$ cat config.mk
export PLATFORM = sky130hd
export DESIGN_NAME = mop_fuse_unit
export DESIGN_NICKNAME = d
export VERILOG_FILES = /design/src/rtl/mop_fuse_pkg.sv /design/src/rtl/mop_fuse_rules.sv /design/src/rtl/mop_fuse_ctrl.sv /design/src/rtl/mop_fuse_unit.sv
export SDC_FILE = /design/constraint.sdc
export NUM_CORES = 1
export LEC_CHECK = 0
export BUFFER_PORTS_ARGS = -buffer_cell sky130_fd_sc_hd__buf_2
export CELL_PAD_IN_SITES_DETAIL_PLACEMENT = 1
export CELL_PAD_IN_SITES_GLOBAL_PLACEMENT = 1
export CORE_MARGIN = 8
export CORE_UTILIZATION = 36
export DETAILED_ROUTE_END_ITERATION = 10
export PLACE_DENSITY_LB_ADDON = 0.1
export SKIP_CTS_REPAIR_TIMING = 1
export SLEW_MARGIN = 20
export SYNTH_ARGS = -nofsm -noshare
export SYNTH_HDL_FRONTEND = slang
export SYNTH_SLANG_ARGS = --single-unit
$ cat constraint.sdc
create_clock -name clk -period 7.6 [get_ports clk]
set_input_delay 1.52 -clock clk [delete_from_list [all_inputs] [get_ports clk]]
set_output_delay 1.52 -clock clk [all_outputs]
set_load 0.05 [all_outputs]
$ cat src/rtl/mop_fuse_pkg.sv
package mop_fuse_pkg;
  localparam int CLS_W = 4;
  localparam int CC_W  = 4;
  localparam int FAM_W = CC_W - 1;

  typedef enum logic [CLS_W-1:0] {
    OC_NONE  = 4'd0,  OC_CMP  = 4'd1,  OC_ADD  = 4'd2,  OC_SUB   = 4'd3,
    OC_ADC   = 4'd4,  OC_SBB  = 4'd5,  OC_INC  = 4'd6,  OC_DEC   = 4'd7,
    OC_TEST  = 4'd8,  OC_AND  = 4'd9,  OC_OR   = 4'd10, OC_XOR   = 4'd11,
    OC_NOT   = 4'd12, OC_NEG  = 4'd13, OC_SHROT = 4'd14, OC_JCC  = 4'd15
  } opcls_e;

  typedef enum logic [1:0] {
    FM_FULL = 2'd0, FM_NARROW = 2'd1, FM_LEGACY = 2'd2, FM_OFF = 2'd3
  } fmode_e;

  // condition families (cond[3:1])
  localparam logic [FAM_W-1:0] FAM_OVF  = 3'd0;
  localparam logic [FAM_W-1:0] FAM_CRY  = 3'd1;
  localparam logic [FAM_W-1:0] FAM_ZER  = 3'd2;
  localparam logic [FAM_W-1:0] FAM_BEQ  = 3'd3;
  localparam logic [FAM_W-1:0] FAM_SGN  = 3'd4;
  localparam logic [FAM_W-1:0] FAM_PAR  = 3'd5;
  localparam logic [FAM_W-1:0] FAM_LES  = 3'd6;
  localparam logic [FAM_W-1:0] FAM_LEQ  = 3'd7;
endpackage

$ cat src/rtl/mop_fuse_rules.sv
module mop_fuse_rules
  import mop_fuse_pkg::*;
#(
  parameter bit MERGE_EN = 1'b1
) (
  input  logic [1:0]       mode_i,
  input  logic             long64_i,
  input  logic [CLS_W-1:0] head_cls_i,
  input  logic [CLS_W-1:0] next_cls_i,
  input  logic [FAM_W-1:0] next_fam_i,
  output logic             wait_o,
  output logic             fuse_o,
  output logic             merge_o
);
  logic is_cas, is_tan, is_idc, is_cmt, next_jcc;
  logic fam_arith, fam_idc, fam_cry;
  logic cand, legal, merge_wait;

  assign is_cas   = (head_cls_i == OC_CMP) || (head_cls_i == OC_ADD) || (head_cls_i == OC_SUB);
  assign is_tan   = (head_cls_i == OC_TEST) || (head_cls_i == OC_AND);
  assign is_idc   = (head_cls_i == OC_INC) || (head_cls_i == OC_DEC);
  assign is_cmt   = (head_cls_i == OC_CMP) || (head_cls_i == OC_TEST);
  assign next_jcc = (next_cls_i == OC_JCC);

  assign fam_arith = (next_fam_i != FAM_OVF) && (next_fam_i != FAM_SGN) && (next_fam_i != FAM_PAR);
  assign fam_idc   = (next_fam_i == FAM_ZER) || (next_fam_i == FAM_LES) || (next_fam_i == FAM_LEQ);
  assign fam_cry   = (next_fam_i == FAM_CRY) || (next_fam_i == FAM_BEQ);

  always_comb begin
    cand  = 1'b0;
    legal = 1'b0;
    unique case (fmode_e'(mode_i))
      FM_FULL: begin
        cand  = is_cas | is_tan | is_idc;
        legal = (is_cas & fam_arith) | is_tan | (is_idc & fam_idc);
      end
      FM_NARROW: begin
        cand  = is_cmt;
        legal = is_cmt;
      end
      FM_LEGACY: begin
        cand  = is_cmt & ~long64_i;
        legal = is_cmt & ~long64_i & fam_arith;
      end
      default: begin
        cand  = 1'b0;
        legal = 1'b0;
      end
    endcase
  end

  generate
    if (MERGE_EN) begin : g_merge
      assign merge_wait = is_idc;
      assign merge_o    = is_idc & next_jcc & fam_cry;
    end else begin : g_nomerge
      assign merge_wait = 1'b0;
      assign merge_o    = 1'b0;
    end
  endgenerate

  assign wait_o = cand | merge_wait;
  assign fuse_o = legal & next_jcc;
endmodule

$ cat src/rtl/mop_fuse_ctrl.sv
module mop_fuse_ctrl
  import mop_fuse_pkg::*;
#(
  parameter int TAG_W = 8
) (
  input  logic             clk,
  input  logic             rst_n,
  input  logic             in_valid_i,
  output logic             in_ready_o,
  input  logic [CLS_W-1:0] in_cls_i,
  input  logic [CC_W-1:0]  in_cond_i,
  input  logic [TAG_W-1:0] in_tag_i,
  input  logic             wait_i,
  input  logic             fuse_i,
  input  logic             merge_i,
  output logic [CLS_W-1:0] hold_cls_o,
  output logic             out_valid_o,
  input  logic             out_ready_i,
  output logic [CLS_W-1:0] out_cls_o,
  output logic [CC_W-1:0]  out_cond_o,
  output logic [TAG_W-1:0] out_tag_o,
  output logic [TAG_W-1:0] out_jtag_o,
  output logic             out_fused_o,
  output logic             out_merge_o
);
  logic             hold_v_q, hold_v_d;
  logic             pre_q, pre_d;
  logic             aged_q, aged_d;
  logic             load;
  logic [CLS_W-1:0] hcls_q;
  logic [CC_W-1:0]  hcc_q;
  logic [TAG_W-1:0] htag_q;
  logic             decided, take, fire, pair, mrg;

  assign hold_cls_o = hcls_q;

  assign decided     = pre_q | ~wait_i | aged_q | in_valid_i;
  assign out_valid_o = hold_v_q & decided;
  assign in_ready_o  = ~hold_v_q | (out_ready_i & ~pre_q);
  assign take        = in_valid_i & in_ready_o;
  assign fire        = out_valid_o & out_ready_i;
  assign pair        = hold_v_q & ~pre_q & ~aged_q & in_valid_i & fuse_i;
  assign mrg         = hold_v_q & ~pre_q & ~aged_q & in_valid_i & merge_i;

  // next state
  always_comb begin
    hold_v_d = hold_v_q;
    pre_d    = pre_q;
    aged_d   = aged_q;
    load     = 1'b0;
    if (!hold_v_q) begin
      if (take) begin
        hold_v_d = 1'b1;
        load     = 1'b1;
        pre_d    = 1'b0;
        aged_d   = 1'b0;
      end
    end else if (pre_q) begin
      if (fire) pre_d = 1'b0;
    end else if (fire) begin
      if (pair) begin
        hold_v_d = 1'b0;
      end else if (take) begin
        load   = 1'b1;
        pre_d  = mrg;
        aged_d = 1'b0;
      end else begin
        hold_v_d = 1'b0;
      end
    end else if (wait_i && !in_valid_i) begin
      aged_d = 1'b1;
    end
  end

  // control registers
  always_ff @(posedge clk or negedge rst_n) begin
    if (!rst_n) begin
      hold_v_q <= 1'b0;
      pre_q    <= 1'b0;
      aged_q   <= 1'b0;
    end else begin
      hold_v_q <= hold_v_d;
      pre_q    <= pre_d;
      aged_q   <= aged_d;
    end
  end

  // datapath registers, enabled by load
  always_ff @(posedge clk) begin
    if (load) begin
      hcls_q <= in_cls_i;
      hcc_q  <= in_cond_i;
      htag_q <= in_tag_i;
    end
  end

  // output formatting
  always_comb begin
    out_cls_o   = hcls_q;
    out_cond_o  = hcc_q;
    out_tag_o   = htag_q;
    out_jtag_o  = '0;
    out_fused_o = 1'b0;
    out_merge_o = 1'b0;
    if (pre_q) begin
      out_cls_o   = OC_NONE;
      out_merge_o = 1'b1;
    end else if (pair) begin
      out_cond_o  = in_cond_i;
      out_jtag_o  = in_tag_i;
      out_fused_o = 1'b1;
    end
  end
endmodule

$ cat src/rtl/mop_fuse_unit.sv
module mop_fuse_unit
  import mop_fuse_pkg::*;
#(
  parameter int TAG_W    = 8,
  parameter bit MERGE_EN = 1'b1
) (
  input  logic             clk,
  input  logic             rst_n,
  input  logic [1:0]       mode_i,
  input  logic             long64_i,
  input  logic             in_valid_i,
  output logic             in_ready_o,
  input  logic [CLS_W-1:0] in_cls_i,
  input  logic [CC_W-1:0]  in_cond_i,
  input  logic [TAG_W-1:0] in_tag_i,
  output logic             out_valid_o,
  input  logic             out_ready_i,
  output logic [CLS_W-1:0] out_cls_o,
  output logic [CC_W-1:0]  out_cond_o,
  output logic [TAG_W-1:0] out_tag_o,
  output logic [TAG_W-1:0] out_jtag_o,
  output logic             out_fused_o,
  output logic             out_merge_o
);
  logic [CLS_W-1:0] hold_cls;
  logic             wait_s, fuse_s, merge_s;

  mop_fuse_rules #(.MERGE_EN(MERGE_EN)) u_rules (
    .mode_i     (mode_i),
    .long64_i   (long64_i),
    .head_cls_i (hold_cls),
    .next_cls_i (in_cls_i),
    .next_fam_i (in_cond_i[CC_W-1:1]),
    .wait_o     (wait_s),
    .fuse_o     (fuse_s),
    .merge_o    (merge_s)
  );

  mop_fuse_ctrl #(.TAG_W(TAG_W)) u_ctrl (
    .clk         (clk),
    .rst_n       (rst_n),
    .in_valid_i  (in_valid_i),
    .in_ready_o  (in_ready_o),
    .in_cls_i    (in_cls_i),
    .in_cond_i   (in_cond_i),
    .in_tag_i    (in_tag_i),
    .wait_i      (wait_s),
    .fuse_i      (fuse_s),
    .merge_i     (merge_s),
    .hold_cls_o  (hold_cls),
    .out_valid_o (out_valid_o),
    .out_ready_i (out_ready_i),
    .out_cls_o   (out_cls_o),
    .out_cond_o  (out_cond_o),
    .out_tag_o   (out_tag_o),
    .out_jtag_o  (out_jtag_o),
    .out_fused_o (out_fused_o),
    .out_merge_o (out_merge_o)
  );
endmodule

==> results of run 1 <==
==> worst paths after layout <==
kind / end / slack (ns) / cells past startpoint
worst min register to register: u_ctrl.aged_q / 0.51 / 2
worst max-delay path: out_cond_o[0] / 3.02 / 6
min in group asynchronous: u_ctrl.pre_q / 1.02 / 1
worst max register to register: u_ctrl.out_tag_o[6] / 5.44 / 6
worst min-delay path: u_ctrl.aged_q / 0.51 / 2
max in group asynchronous: u_ctrl.aged_q / 6.47 / 1
==> worst reg2reg max path, cell delays in order (launching register included) <==
cell      delay [ns]
edfxtp_1        0.54
and3b_1         0.28
nand4b_1        0.09
nor2_1          0.06
o31a_4          0.42
nor2_1          0.20
buf_4           0.27
==> per-stage QoR <==
step	hold slack, ns	utilization	cells
final	0.5133	0.4811	165
after global routing	0.5539	0.4811	165
after CTS	0.5161	0.4811	165
after detailed placement	0.4901	0.4714	161
after global placement	0.4941	0.4714	161
after floorplan	0.4589	-	82
==> sequential cells by signal, indices dropped and copies added (netlist names) <==
name	flops
u_ctrl.hcc_q	4
u_ctrl.hold_v_q	1
u_ctrl.aged_q	1
u_ctrl.pre_q	1
u_ctrl.out_tag_o	8
u_ctrl.hold_cls_o	4
==> power by group <==
| part | switching (W) | internal, W |
|---|---|---|
| combinational | 0.0000363 | 0.0000156 |
| sequential | 0.00000464 | 0.000121 |
| clock | 0.0000283 | 0.0000203 |
| total | 0.0000693 | 0.000157 |
==> metal layers <==
layer	wire, um	share of wire	vias to the layer above	GRT usage
met2	1276	0.49	33	0.1824
met4	19	0.0073	0	0.03872
met5	0	0	-	0
met3	251	0.097	2	0.05150
li1	-	-	403	-
met1	1044	0.40	392	0.1065
==> cell families after synthesis <==
group           share of synthesized area
simple gates                       0.2207
buf+inv                           0.04808
flops                              0.5475
xor+xnor                          0.01727
mux                               0.05919
compound gates                     0.1073
==> layout by cell type (no fill, tap or decap), types with 2 or more instances in the layout <==
cell type	instances
and2_4	7
buf_2	50
clkbuf_4	3
dfrtp_1	3
edfxtp_1	16
inv_1	4
mux2_4	4
nand2_1	7
nand2b_1	3
nand3_1	2
nand4b_1	2
nor2_1	5
nor2b_1	4
nor4_1	2
o21ai_0	3
xor2_1	2
==> cell type report <==
type	instances	area (sq um)
sequential	19	555.5
inverter	4	15.01
fill	316	1406
timing repair buffer	51	257.7
clock buffer	4	26.28
multi-input combinational	56	410.4
tap	31	38.79
==> flow_summary_export.csv, run 1 <==
group,metric,value,unit
layout,area_growth_syn_to_layout,28.48,%
sta,timing.final.crit_period,4.576,ns
placed_design,gp_congestion,0.8061,
critical_path,critPathBufInv,2,
drt,drt_iter0_drc,25,
layout,final_net_count,158,
cts,tritoncts_num_sinks,19,
grt,grt_first_pass_wirelength,4257,um
sta,report.final.hold_viol_count,0,
grt,antenna_found_initial,0,
drt,post_drt_via_cell_ratio,5.030,
cts,cts-htree-levels,1,
placed_design,dpl_worst_slack,3.007,ns
synth,synth_flop_cell,"edfxtp_1",
cts,clk_pin_slew,0.10,ns
hold_path,hp-class,"reg2reg",
drt,post-route-drc-count,0,
critical_path,cp_cell_sequence,"buf_2, nand4_1, nor4_1, o31a_4, mux2_4, buf_2",
floorplanning,initial_core_util,0.3744,
synth,number_of_library_cell_types_mapped_by_synthesis,30,
floorplanning,die_area,4773,sq um
placed_design,detailedPlacementHpwl,2110,um
pwr,p_total,0.0002259,W
cts,cts.path.max_buffers,2,
sta,setup_slack,3.024,ns
grt,grt_max_degree,16,
cts,cts_tree,"built",
synth,syn-num-nets,105,
placed_design,area_after_dpl,1277,sq um
synth,post_synth_edffs,16,
synth,synth_seq_cells,19,
floorplanning,die-height,69.09,um
grt,gr_usage_total,0.1054,
grt,overflow,0,
pwr,total_leakage_power,0.6053,nW
critical_path,critical_path_required,6.08,ns
synth,yosysSeqAreaShare,0.5475,
placed_design,portBuffers,50,
synth,syn-cell-area,1015,sq um
critical_path,critPathMaxFanout,15,
sta,finalCritPeriodShare,0.6021,
synth,most_instantiated_cells_after_synthesis,"edfxtp_1 (16), and2_4 (7), nand2_1 (7)",
layout,post_route_cell_area,1304,sq um
synth,syn-instance-count,82,
critical_path,cp-end-kind,"output port",
critical_path,critical_path.max_stage_delay,0.42,ns
layout,num_antenna_cells,0,
floorplanning,rows,19,
pwr,power_density,173.2,nW/um^2
synth,netlist.top_cell.by_area,"edfxtp_1",
synth,yosysTopAreaCellShare,0.4735,
pwr,power.ir.vdd_worst,0.1113,mV
synth,synthArstFlopShare,0.1579,
drt,route.detailed.wl_per_inst,15.71,um
layout,post_route_cells_drive_above_1_share,0.5149,
critical_path,startpoint_type,"input pin",
sta,maxSlewViolCount,0,
critical_path,path_delay_family,"simple AND/OR/NAND/NOR gates",
sta,clock.fmax,218.5,MHz
cts,worstSkewPairLatency,0.28,ns
run,timing.max_cap.violations,0,
synth,yosysMostFrequentCell,"edfxtp_1",
drt,vias_after_detailed_routing,830,
sta,worst_rel_slew_slack,0.6126,
sta,timing.setup.tns,0,ns
sta,skew,0.002791,ns
status,outcome,"finished, final reports clean",
critical_path,timing.critical_path.from,"in_valid_i",
sta,tightest_slew,0.5750,ns
sta,grt_setup_unrepaired,"no",
synth,synth.avg_cell_area,12.37,sq um
synth,synthTopCellsByArea,"edfxtp_1 (47%), dfrtp_1 (7.4%), and2_4 (6.0%), mux2_4 (5.9%), buf_6 (3.3%)",
critical_path,crit_arrival,3.06,ns
cts,cts_bufs_inserted,3,
drt,detail_route.first_pass.iterations,4,
critical_path,worst_r2r_start,"u_ctrl.hold_cls_o[1]",
floorplanning,design.portCount,51,
floorplanning,design.core.area,2710,sq um
drt,final_antenna_net_count,0,
critical_path,path_class,"in2out",
floorplanning,die_w,69.09,um
synth,yosysWarnings,0,
drt,detail_route.wirelength,2592,um
critical_path,crit_slowest_cell,"nor4_1",
critical_path,crit_top_cell,"buf_2",
sta,setup-violations-final,0,
cts,cts.root.buffer_cell,"clkbuf_4",
hold_path,hold_start,"u_ctrl.aged_q",
grt,first_global_vias,942,
(Power assumes the default switching activity.)
==> run 2, diff against run 1 <==
--- a/config.mk
+++ b/config.mk
@@ -5,11 +5,12 @@
 export SDC_FILE = /design/constraint.sdc
 export NUM_CORES = 1
 export LEC_CHECK = 0
+export ABC_AREA = 1
 export BUFFER_PORTS_ARGS = -buffer_cell sky130_fd_sc_hd__buf_2
 export CELL_PAD_IN_SITES_DETAIL_PLACEMENT = 1
 export CELL_PAD_IN_SITES_GLOBAL_PLACEMENT = 1
 export CORE_MARGIN = 8
-export CORE_UTILIZATION = 36
+export CORE_UTILIZATION = 28
 export DETAILED_ROUTE_END_ITERATION = 10
 export PLACE_DENSITY_LB_ADDON = 0.1
 export SKIP_CTS_REPAIR_TIMING = 1
==> constraint.sdc (replaced) <==
create_clock -name clk -period 3.9 [get_ports clk]
set_input_delay 0.78 -clock clk [delete_from_list [all_inputs] [get_ports clk]]
set_output_delay 0.78 -clock clk [all_outputs]
set_load 0.05 [all_outputs]
==> flow_summary_export.csv, run 2 <==
group,metric,value,unit
floorplanning,die_area,5880,sq um
synth,synth.avg_cell_area,8.248,sq um
placed_design,gp_congestion,0.7638,
layout,layout.cells.non_filler,224,
critical_path,path_class,"reg2out",
status,outcome,"finished, final reports clean",
layout,mostFrequentLayoutCells,"buf_2 (50), nand2_1 (29), inv_1 (24), nor2_1 (24), edfxtp_1 (16)",
drt,vias_after_detailed_routing,956,
sta,timing.final.crit_period,2.906,ns
layout,largest_register_ff_count,8,
synth,yosysSeqAreaShare,0.5388,
synth,synth_seq_cells,19,
critical_path,crit_arrival,2.13,ns
sta,grt_setup_unrepaired,"no",
floorplanning,initial_core_util,0.2859,
sta,setup-violations-final,0,
synth,number_of_library_cell_types_mapped_by_synthesis,20,
grt,grt_max_degree,17,
layout,post_route_cell_area,1364,sq um
layout,post_route_cells_drive_above_1_share,0.3523,
sta,finalCritPeriodShare,0.7450,
synth,synthArstFlopShare,0.1579,
drt,post-route-drc-count,0,
synth,syn-instance-count,125,
floorplanning,die-height,76.68,um
synth,synthTopCellsByArea,"edfxtp_1 (47%), nand2_1 (11%), inv_1 (8.7%), nor2_1 (8.7%), dfrtp_1 (7.3%)",
drt,route.detailed.wl_per_inst,12.72,um
sta,tightest_slew,0.6606,ns
critical_path,critPathMaxFanout,16,
layout,finalCoreUtilization,0.3782,
cts,clk_pin_slew,0.07,ns
layout,final_common_cell,"buf_2",
drt,drt_iter0_drc,33,
cts,cts_tree,"built",
synth,synth_flop_cell,"edfxtp_1",
sta,clock.fmax,344.2,MHz
drt,final_antenna_net_count,0,
sta,holdWs,0.3105,ns
drt,detail_route.wirelength,2849,um
layout,num_antenna_cells,0,
sta,maxSlewViolCount,0,
pwr,power.ir.vdd_worst,0.1864,mV
layout,area_of_the_multi_input_gates,357.8,sq um
cts,cts_bufs_inserted,3,
placed_design,detailedPlacementHpwl,2392,um
hold_path,hp-class,"in2async",
synth,netlist.top_cell.by_area,"edfxtp_1",
sta,skew,0.0006486,ns
layout,final_net_count,200,
grt,antenna_found_initial,0,
cts,cts-htree-levels,1,
layout,num-fill-cells,472,
critical_path,cp-end-kind,"output port",
layout,seq_area,555.5,sq um
pwr,power_frac_seq,0.454,
pwr,power_dissipated_by_switching_net_loads,0.0002216,W
drt,detail_route.first_pass.iterations,4,
pwr,power.share.combinational,0.316,
layout,area_growth_syn_to_layout,32.28,%
cts,tritoncts_num_sinks,19,
critical_path,startpoint_type,"flop",
critical_path,r2r_cells,6,
floorplanning,design.portCount,51,
floorplanning,design.core.area,3606,sq um
synth,syn-cell-area,1031,sq um
sta,timing.setup.tns,0,ns
pwr,power_density,432.4,nW/um^2
synth,syn-num-nets,148,
pwr,pwr-share-clk,0.230,
sta,worst_rel_slew_slack,0.5591,
pwr,p_int,0.0003680,W
cts,cts.root.buffer_cell,"clkbuf_8",
run,timing.max_cap.violations,0,
critical_path,worst_r2r_start,"u_ctrl.pre_q",
placed_design,number_of_placed_instances_with_taps_included,220,
critical_path,timing.critical_path.from,"u_ctrl.pre_q",
synth,post_synth_edffs,16,
floorplanning,die_w,76.68,um
cts,worstSkewPairLatency,0.25,ns
synth,yosysTopAreaCellShare,0.4660,
synth,yosysWarnings,0,
synth,yosysMostFrequentCell,"nand2_1",
grt,gr_usage_total,0.09739,
synth,most_instantiated_cells_after_synthesis,"nand2_1 (29), inv_1 (24), nor2_1 (24)",
pwr,total_leakage_power,0.7445,nW
cts,cts.path.max_buffers,2,
sta,report.final.hold_viol_count,0,
grt,overflow,0,
placed_design,area_after_dpl,1318,sq um
pwr,switching_share,0.3759,
grt,grt_first_pass_wirelength,4698,um
placed_design,portBuffers,50,
critical_path,critical_path_required,3.12,ns
floorplanning,rows,22,
drt,post_drt_via_cell_ratio,4.268,
grt,first_global_vias,1079,
## run 2: power groups by stage
stage,Sequential [W],Clock [W],Combinational (W)
after detailed placement,0.000273,0,0.000189
after global placement,0.000272,0,0.000186
after floorplan,0.000290,0,0.000121
after global routing,0.000273,0.000148,0.000206
final,0.000268,0.000136,0.000186
after CTS,0.000269,0.000143,0.000190
## run 2: metal layers
metal	vias up	global-route usage	routed length, um
li1	493	-	-
met1	428	0.09709	1142
met2	33	0.1657	1372
met3	2	0.05478	320
met4	0	0.03462	13
met5	-	0	0
## run 2: cell type report
| type | instances | area share |
|---|---|---|
| Sequential cell | 19 | 0.4073 |
| Multi-Input combinational cell | 78 | 0.2624 |
| Timing Repair Buffer | 50 | 0.1835 |
| Inverter | 25 | 0.06881 |
| Tap cell | 48 | 0.04404 |
| Clock buffer | 3 | 0.03028 |
| Clock inverter | 1 | 0.003670 |
## run 2: stage by stage
step	total power (W)	setup WS (ns)
global route	0.0006271	0.7836
floorplan	0.0004110	0.7113
finish	0.0005897	0.9945
global placement	0.0004573	1.020
CTS	0.0006016	0.9603
detailed placement	0.0004622	0.9843
## run 2: critical path: stages, from the launching register on
cell      delay [ns]
dfrtp_1         0.53
nor2_1          0.20
nand3_1         0.12
a211oi_1        0.23
nand2_2         0.25
inv_1           0.15
nand2_1         0.06
nand2_1         0.06
buf_2           0.26
## run 2: final timing paths
| check | slack (ns) | to |
|---|---|---|
| setup / recovery | 0.99 | out_cond_o[1] |
| hold / removal | 0.31 | u_ctrl.hold_v_q |
| setup reg to reg | 1.75 | u_ctrl.hcc_q[0] |
| hold reg to reg | 0.53 | u_ctrl.aged_q |
| max in group asynchronous | 3.48 | u_ctrl.pre_q |
| min in group clk | 0.53 | u_ctrl.aged_q |
## run 2: cell families (layout without fill, tap and decap cells)
| family | after synthesis | after routing | synth area share |
|---|---|---|---|
| AOI/OAI and AO/OA | 8 | 8 | 0.04733 |
| and+or+nand+nor | 70 | 70 | 0.2998 |
| DFF | 19 | 19 | 0.5388 |
| buffers and inverters | 28 | 79 | 0.1141 |
